File: config.mk
export PLATFORM = sky130hd
export DESIGN_NAME = discrete_bank_mapper
export DESIGN_NICKNAME = d
export VERILOG_FILES = /design/src/rtl/gx_mapper_pkg.sv /design/src/rtl/gx_addr_decode.sv /design/src/rtl/gx_bank_fsm.sv /design/src/rtl/gx_nt_mirror.sv /design/src/rtl/discrete_bank_mapper.sv
export SDC_FILE = /design/constraint.sdc
export NUM_CORES = 1
export LEC_CHECK = 0
export CAP_MARGIN = 10
export CORE_MARGIN = 4
export CORE_UTILIZATION = 19
export DETAILED_ROUTE_END_ITERATION = 8
export HOLD_SLACK_MARGIN = 0.05
export PLACE_DENSITY = 0.78
export SYNTH_ARGS = -nofsm -noshare
export SYNTH_HDL_FRONTEND = slang
export SYNTH_SLANG_ARGS = --single-unit
File: constraint.sdc
create_clock -name clk -period 1.01 [get_ports clk]
set_input_delay 0.101 -clock clk [delete_from_list [all_inputs] [get_ports clk]]
set_output_delay 0.101 -clock clk [all_outputs]
set_load 0.03 [all_outputs]
File: src/rtl/gx_mapper_pkg.sv
package gx_mapper_pkg;

    typedef enum logic [0:0] {
        S_IDLE  = 1'b0,
        S_ARMED = 1'b1
    } wr_state_t;

    localparam int BANK_BYTE_W = 8;
    localparam int PRG_FIELD_LSB = 4;
    localparam int CHR_FIELD_LSB = 0;

endpackage

File: src/rtl/gx_addr_decode.sv
module gx_addr_decode #(
    parameter bit REG_AT_6000 = 1'b0
) (
    input  logic [2:0] addr_top,
    input  logic       romsel_n,
    input  logic       rw,
    output logic       wr_hit,
    output logic       conflict
);

    logic hit_upper;
    logic hit_low;

    assign hit_upper = !romsel_n && addr_top[2];
    assign hit_low   = romsel_n && (addr_top == 3'b011);

    generate
        if (REG_AT_6000) begin : g_low_window
            assign wr_hit   = !rw && hit_low;
            assign conflict = 1'b0;
        end else begin : g_upper_window
            assign wr_hit   = !rw && hit_upper;
            assign conflict = 1'b1;
        end
    endgenerate

    logic unused_hits;
    assign unused_hits = hit_upper ^ hit_low;

endmodule

File: src/rtl/gx_bank_fsm.sv
module gx_bank_fsm
    import gx_mapper_pkg::*;
#(
    parameter int PRG_BITS = 2,
    parameter int CHR_BITS = 2
) (
    input  logic                clk,
    input  logic                rst_n,
    input  logic                strobe,
    input  logic                wr_hit,
    input  logic                conflict,
    input  logic [7:0]          cpu_data,
    input  logic [7:0]          rom_data,
    output logic [PRG_BITS-1:0] prg_bank,
    output logic [CHR_BITS-1:0] chr_bank
);

    wr_state_t state_q, state_d;
    logic      take;
    logic [BANK_BYTE_W-1:0] load_val;

    assign take     = (state_q == S_IDLE) && strobe && wr_hit;
    assign load_val = conflict ? (cpu_data & rom_data) : cpu_data;

    always_ff @(posedge clk or negedge rst_n) begin
        if (!rst_n) state_q <= S_IDLE;
        else        state_q <= state_d;
    end

    always_comb begin
        state_d = state_q;
        unique case (state_q)
            S_IDLE:  if (take)    state_d = S_ARMED;
            S_ARMED: if (!strobe) state_d = S_IDLE;
            default:              state_d = S_IDLE;
        endcase
    end

    always_ff @(posedge clk or negedge rst_n) begin
        if (!rst_n) begin
            prg_bank <= '0;
            chr_bank <= '0;
        end else if (take) begin
            prg_bank <= load_val[PRG_FIELD_LSB +: PRG_BITS];
            chr_bank <= load_val[CHR_FIELD_LSB +: CHR_BITS];
        end
    end

    logic unused_load;
    assign unused_load = ^load_val;

    p_reset_clear_r1: assert property (@(posedge clk)
        !rst_n |=> (prg_bank == '0 && chr_bank == '0));

    p_conflict_and_r6: assert property (@(posedge clk) disable iff (!rst_n)
        (take && conflict) |=>
            (chr_bank == $past(cpu_data[CHR_FIELD_LSB +: CHR_BITS] & rom_data[CHR_FIELD_LSB +: CHR_BITS]))
         && (prg_bank == $past(cpu_data[PRG_FIELD_LSB +: PRG_BITS] & rom_data[PRG_FIELD_LSB +: PRG_BITS])));

    p_no_hit_hold_r7: assert property (@(posedge clk) disable iff (!rst_n)
        !wr_hit |=> ($stable(prg_bank) && $stable(chr_bank)));

    p_armed_hold_r10: assert property (@(posedge clk) disable iff (!rst_n)
        (state_q == S_ARMED) |=> ($stable(prg_bank) && $stable(chr_bank)));

endmodule

File: src/rtl/gx_nt_mirror.sv
module gx_nt_mirror (
    input  logic [1:0] page_bits,
    input  logic       vertical,
    output logic       nt_a10
);

    assign nt_a10 = vertical ? page_bits[0] : page_bits[1];

endmodule

File: src/rtl/discrete_bank_mapper.sv
module discrete_bank_mapper #(
    parameter bit REG_AT_6000   = 1'b0,
    parameter int PRG_BANK_BITS = 2,
    parameter int CHR_BANK_BITS = 2,
    localparam int PRG_ADDR_W   = 15 + PRG_BANK_BITS,
    localparam int CHR_ADDR_W   = 13 + CHR_BANK_BITS
) (
    input  logic                  clk,
    input  logic                  rst_n,
    input  logic [15:0]           cpu_addr,
    input  logic [7:0]            cpu_data,
    input  logic                  cpu_rw,
    input  logic                  cpu_romsel_n,
    input  logic                  cpu_strobe,
    input  logic [7:0]            rom_data,
    input  logic [12:0]           ppu_addr,
    input  logic                  mirror_strap,
    output logic [PRG_ADDR_W-1:0] prg_rom_addr,
    output logic [CHR_ADDR_W-1:0] chr_rom_addr,
    output logic                  nt_a10
);

    logic wr_hit;
    logic conflict;
    logic [PRG_BANK_BITS-1:0] prg_bank;
    logic [CHR_BANK_BITS-1:0] chr_bank;

    gx_addr_decode #(.REG_AT_6000(REG_AT_6000)) u_decode (
        .addr_top (cpu_addr[15:13]),
        .romsel_n (cpu_romsel_n),
        .rw       (cpu_rw),
        .wr_hit   (wr_hit),
        .conflict (conflict)
    );

    gx_bank_fsm #(.PRG_BITS(PRG_BANK_BITS), .CHR_BITS(CHR_BANK_BITS)) u_fsm (
        .clk      (clk),
        .rst_n    (rst_n),
        .strobe   (cpu_strobe),
        .wr_hit   (wr_hit),
        .conflict (conflict),
        .cpu_data (cpu_data),
        .rom_data (rom_data),
        .prg_bank (prg_bank),
        .chr_bank (chr_bank)
    );

    gx_nt_mirror u_mirror (
        .page_bits (ppu_addr[11:10]),
        .vertical  (mirror_strap),
        .nt_a10    (nt_a10)
    );

    assign prg_rom_addr = {prg_bank, cpu_addr[14:0]};
    assign chr_rom_addr = {chr_bank, ppu_addr};

endmodule

======== After elaboration in Yosys (flattened, before gate mapping) ========
Index checks and enable logic that the tools add are counted.
storage, ports and cells
  register bits after elaboration ......... 5
  output and inout bits ................... 33
  word-level logic and storage cells ...... 15
cells by class
  muxes and demuxes ....................... 4
  bitwise logic cells ..................... 2
  reductions and logical operators ........ 6
operators by type and width
  operator             number
  $and A6 B6 Y6        1
  $logic_and A1 B1 Y1  4
  $mux W1              3
  $logic_not A1 Y1     2
  $pmux W1 S2          1
  $not A1 Y1           1

======== Depth between registers and ports, before layout ========
  depth in word-level cells ............... 6
  mapped depth ............................ 3

======== Hierarchy ========
A second synthesis with hierarchy kept.
second synthesis, totals
  cells, all modules ...................... 52
  area total of the unflattened synthesis .. 460.4 um^2
modules (own cells, without submodules)
  module                times used  cells an instance  area an instance (um^2)
  gx_bank_fsm           1           20                 211.5
  discrete_bank_mapper  1           28                 210.2
  gx_addr_decode        1           3                  23.8
  gx_nt_mirror          1           1                  15.0

======== Worst setup path before layout ========
OpenSTA, ideal clock, no wires.
  path kind ............................... register to register
  start point ............................. register u_fsm.state_q
  end point ............................... register u_fsm.chr_bank[0]
  library setup time ...................... 0.126 ns
  data arrival time ....................... 0.746 ns
  data required time ...................... 0.884 ns
  slack ................................... 0.139 ns
  stages on the path, launching flop included .. 3
  path buffers ............................ 0
  clock period less this slack ............ 0.871 ns
  cell sequence ........................... dfrtp_1 > nand3b_2 > mux2i_1
on the way
  longest elaborated chain between the ends .. 3
RTL lines
  item                              line               RTL
  start: declaration                gx_bank_fsm.sv:18  wr_state_t state_q, state_d;
  start signal: assignment          gx_bank_fsm.sv:27  else state_q <= state_d;
  $not A1 Y1                        gx_bank_fsm.sv:22  assign take = (state_q == S_IDLE) && strobe && wr_hit;
  $logic_and A1 B1 Y1 (2 in a row)  gx_bank_fsm.sv:22
  end signal: assignment            gx_bank_fsm.sv:45  chr_bank <= load_val[CHR_FIELD_LSB +: CHR_BITS];
  end: declaration                  gx_bank_fsm.sv:15  output logic [CHR_BITS-1:0] chr_bank
No other way between the ends.
A chain may end at the register's enable or synchronous reset.

======== Worst setup path after layout ========
  start point ............................. input cpu_romsel_n
  end point ............................... register u_fsm.chr_bank[1]
on the way
  longest elaborated chain between the ends .. 4
RTL lines
  item                 line                        RTL
  start: declaration   discrete_bank_mapper.sv:13  input logic cpu_romsel_n,
  $logic_not A1 Y1     gx_addr_decode.sv:14        assign hit_upper = !romsel_n && addr_top[2];
  $logic_and A1 B1 Y1  gx_addr_decode.sv:14
  $logic_and A1 B1 Y1  gx_addr_decode.sv:22        assign wr_hit = !rw && hit_upper;
  $logic_and A1 B1 Y1  gx_bank_fsm.sv:22
No other way between the ends.

==> metrics.yaml <==
avgSynthCellArea_um2: 9.14
critPathTopFamily: "buffers and inverters"
final.min_clock_period_ns: 0.961
ir_drop_mv: 0.411
antenna_found_initial: 0
rsz0062_at_grt: "no"
htree_levels: 1
fin_ws_ns: 0.0493
drv_cap: 0
max_freq_mhz: 1040
wl_per_cell_um: 10.7
synth_top_cell_by_area: "buf_4"
initial_utilization_pct: 20.1
outcome: "finished clean"
period_share_pct: 95.1
synth-seq-cells: 5
setup_tns_ns: 0
clkTransAtPathRegs_ns: 0.04
firstDrtPassIters: 1
drive_gt1_share_pct: 28.6
skew_ns: 0.00149
ctsHoldBuffers: 0
nFillCells: 258
worstSetupStartpointType: "input pin"
tightest_slew_ns: 0.221
power_density_nw_per_um2: 1410
area_growth_pct: 21.2
diodes: 0
die_w_um: 56.6
multi_input_area_um2: 116
synth_cell_types: 9
die-area_um2: 3200
io_pins: 84
fin_cells: 77
worstPathMaxFanout: 4
crit_type: "input pin to flip-flop"
numCtsBuffers: 3
clk_latency_ns: 0.24
path_cells: "clkdlybuf4s50_1 -> nor3b_4 -> nand3b_4 -> mux2i_1"
synth_nets: 100
port_buffers: 23
drtAntennaViolNets: 0
place.gp.congestion: 0.681
num_vias: 276
cts.path.max_buffers: 2
endpoint_kind: "flip-flop"
drc_errors: 0
viasPerCell: 3.58
synth_area_leaders: "buf_4, dfrtp_1, mux2i_1"
regArea_um2: 125
synth_most_common_cell: "buf_4"
drv_slew: 0
cts-root-buf: "clkbuf_4"
yosys_warnings: 0
finalNetCount: 101
clock-sinks: 5
synth_edf_count: 0
async_flop_share_pct: 100
arrival_ns: 1.08
ys_seq_area_share_pct: 27.9
hold_viol: 0
path_buf_inv: 1
cts_tree: "yes"
cp_slowest_cell: "clkdlybuf4s50_1"
synthFlopType: "dfrtp_1"
post-place-ws_ns: -0.578
cpPeakStageDelay_ns: 0.45
grt_pass1_wl_mm: 1.18
synth_top_area_share_pct: 46.9
drt-total-wl_um: 825
crit_required_ns: 1.13
grt_max_degree: 6
utilization_pct: 24.3
drtIter0Drc: 0
hpwl_um: 664
setup_viol: 0
synth_top_cells_by_count: "buf_4, dfrtp_1, inv_1, mux2i_1, nand2_1"
synthCells: 49
hp-class: "input pin to asynchronous set/reset pin"
grt_pass1_vias: 260
dpl.cell_count: 72
rows: 17
p_leak_uw: 0.000302
slew_headroom_pct: 85.2
synthesis.area_um2: 448
dieHeight_um: 56.6
grt-ovfl-total: 0
grt_util_all_layers_pct: 5.10
coreArea_um2: 2230
-- worst reg2reg max path, stage by stage (launching register included) --
cell,delay (ns)
dfrtp_1,0.37
nand3b_4,0.19
mux2i_1,0.14
-- through the flow --
| stage | cell area (µm²) | hold WS, ns | power (µW) |
|---|---|---|---|
| after CTS | 515 | 0.0831 | 775 |
| final | 543 | 0.0827 | 764 |
| after global routing | 543 | 0.0814 | 828 |
| after detailed placement | 488 | 0.202 | 540 |
| after floorplan | 448 | -0.195 | 590 |
| after global placement | 488 | 0.202 | 535 |
-- kinds of logic (layout without fill, tap and decap cells) --
| family | after synthesis | after routing | synth area share (%) |
|---|---|---|---|
| and+or+nand+nor | 6 | 6 | 8.66 |
| muxes | 5 | 5 | 11.5 |
| buffers and inverters | 32 | 32 | 50.3 |
| AOI/OAI and AO/OA | 1 | 1 | 1.68 |
| DFF | 5 | 5 | 27.9 |
-- worst paths after layout --
path	slack, ns	from	cells past startpoint	end
setup / recovery	0.05	cpu_romsel_n	4	u_fsm.chr_bank[1]
min in group clk	0.20	ppu_addr[5]	0	chr_rom_addr[5]
max in group asynchronous	0.74	rst_n	1	u_fsm.state_q
setup reg to reg	0.20	u_fsm.state_q	2	u_fsm.chr_bank[1]
hold reg to reg	0.49	u_fsm.state_q	1	u_fsm.state_q
hold / removal	0.08	rst_n	1	u_fsm.prg_bank[1]
-- power breakdown --
part	total, µW	switching [µW]	internal (µW)
Clock	223	73.8	149
Combinational	284	147	137
Sequential	258	19.0	238
Total	764	240	524
-- layout by cell type (no fill, tap or decap), types with 2 or more instances in the layout --
cell and instances:
dlygate4sd2_1 3, clkdlybuf4s50_1 11, nand2_1 4, mux2i_1 4
buf_4 7, clkbuf_4 3, dfrtp_1 5, dlymetal6s2s_1 2
inv_1 4
-- sequential cells by signal, indices dropped and copies added (netlist names) --
name            flops
u_fsm.prg_bank      2
u_fsm.chr_bank      2
u_fsm.state_q       1
-- repair_timing --
action	4_1_cts	5_1_grt
endpoints found under the setup margin	1	4
setup buffers	0	1
pin swaps	0	2
gates cloned	0	0
gates resized for setup	11	4
-- layer usage --
metal / vias up / GRT usage (%) / part of all wire (%)
met2: 24 / 6.44 / 51
met4: 0 / 5.76 / 1.1
met3: 4 / 4.60 / 19
met1: 125 / 4.41 / 28
met5: - / 0 / 0
li1: 123 / - / -
-- layout make-up --
| type | instances | share of cell area, % |
|---|---|---|
| multi-input cells | 12 | 21.4 |
| inverters | 4 | 2.76 |
| repair buffers | 24 | 41.5 |
| clock buffers | 4 | 4.84 |
| well taps | 28 | 6.45 |
| flip-flops and latches | 5 | 23.0 |
No activity file was read; power rests on OpenSTA's default activity.
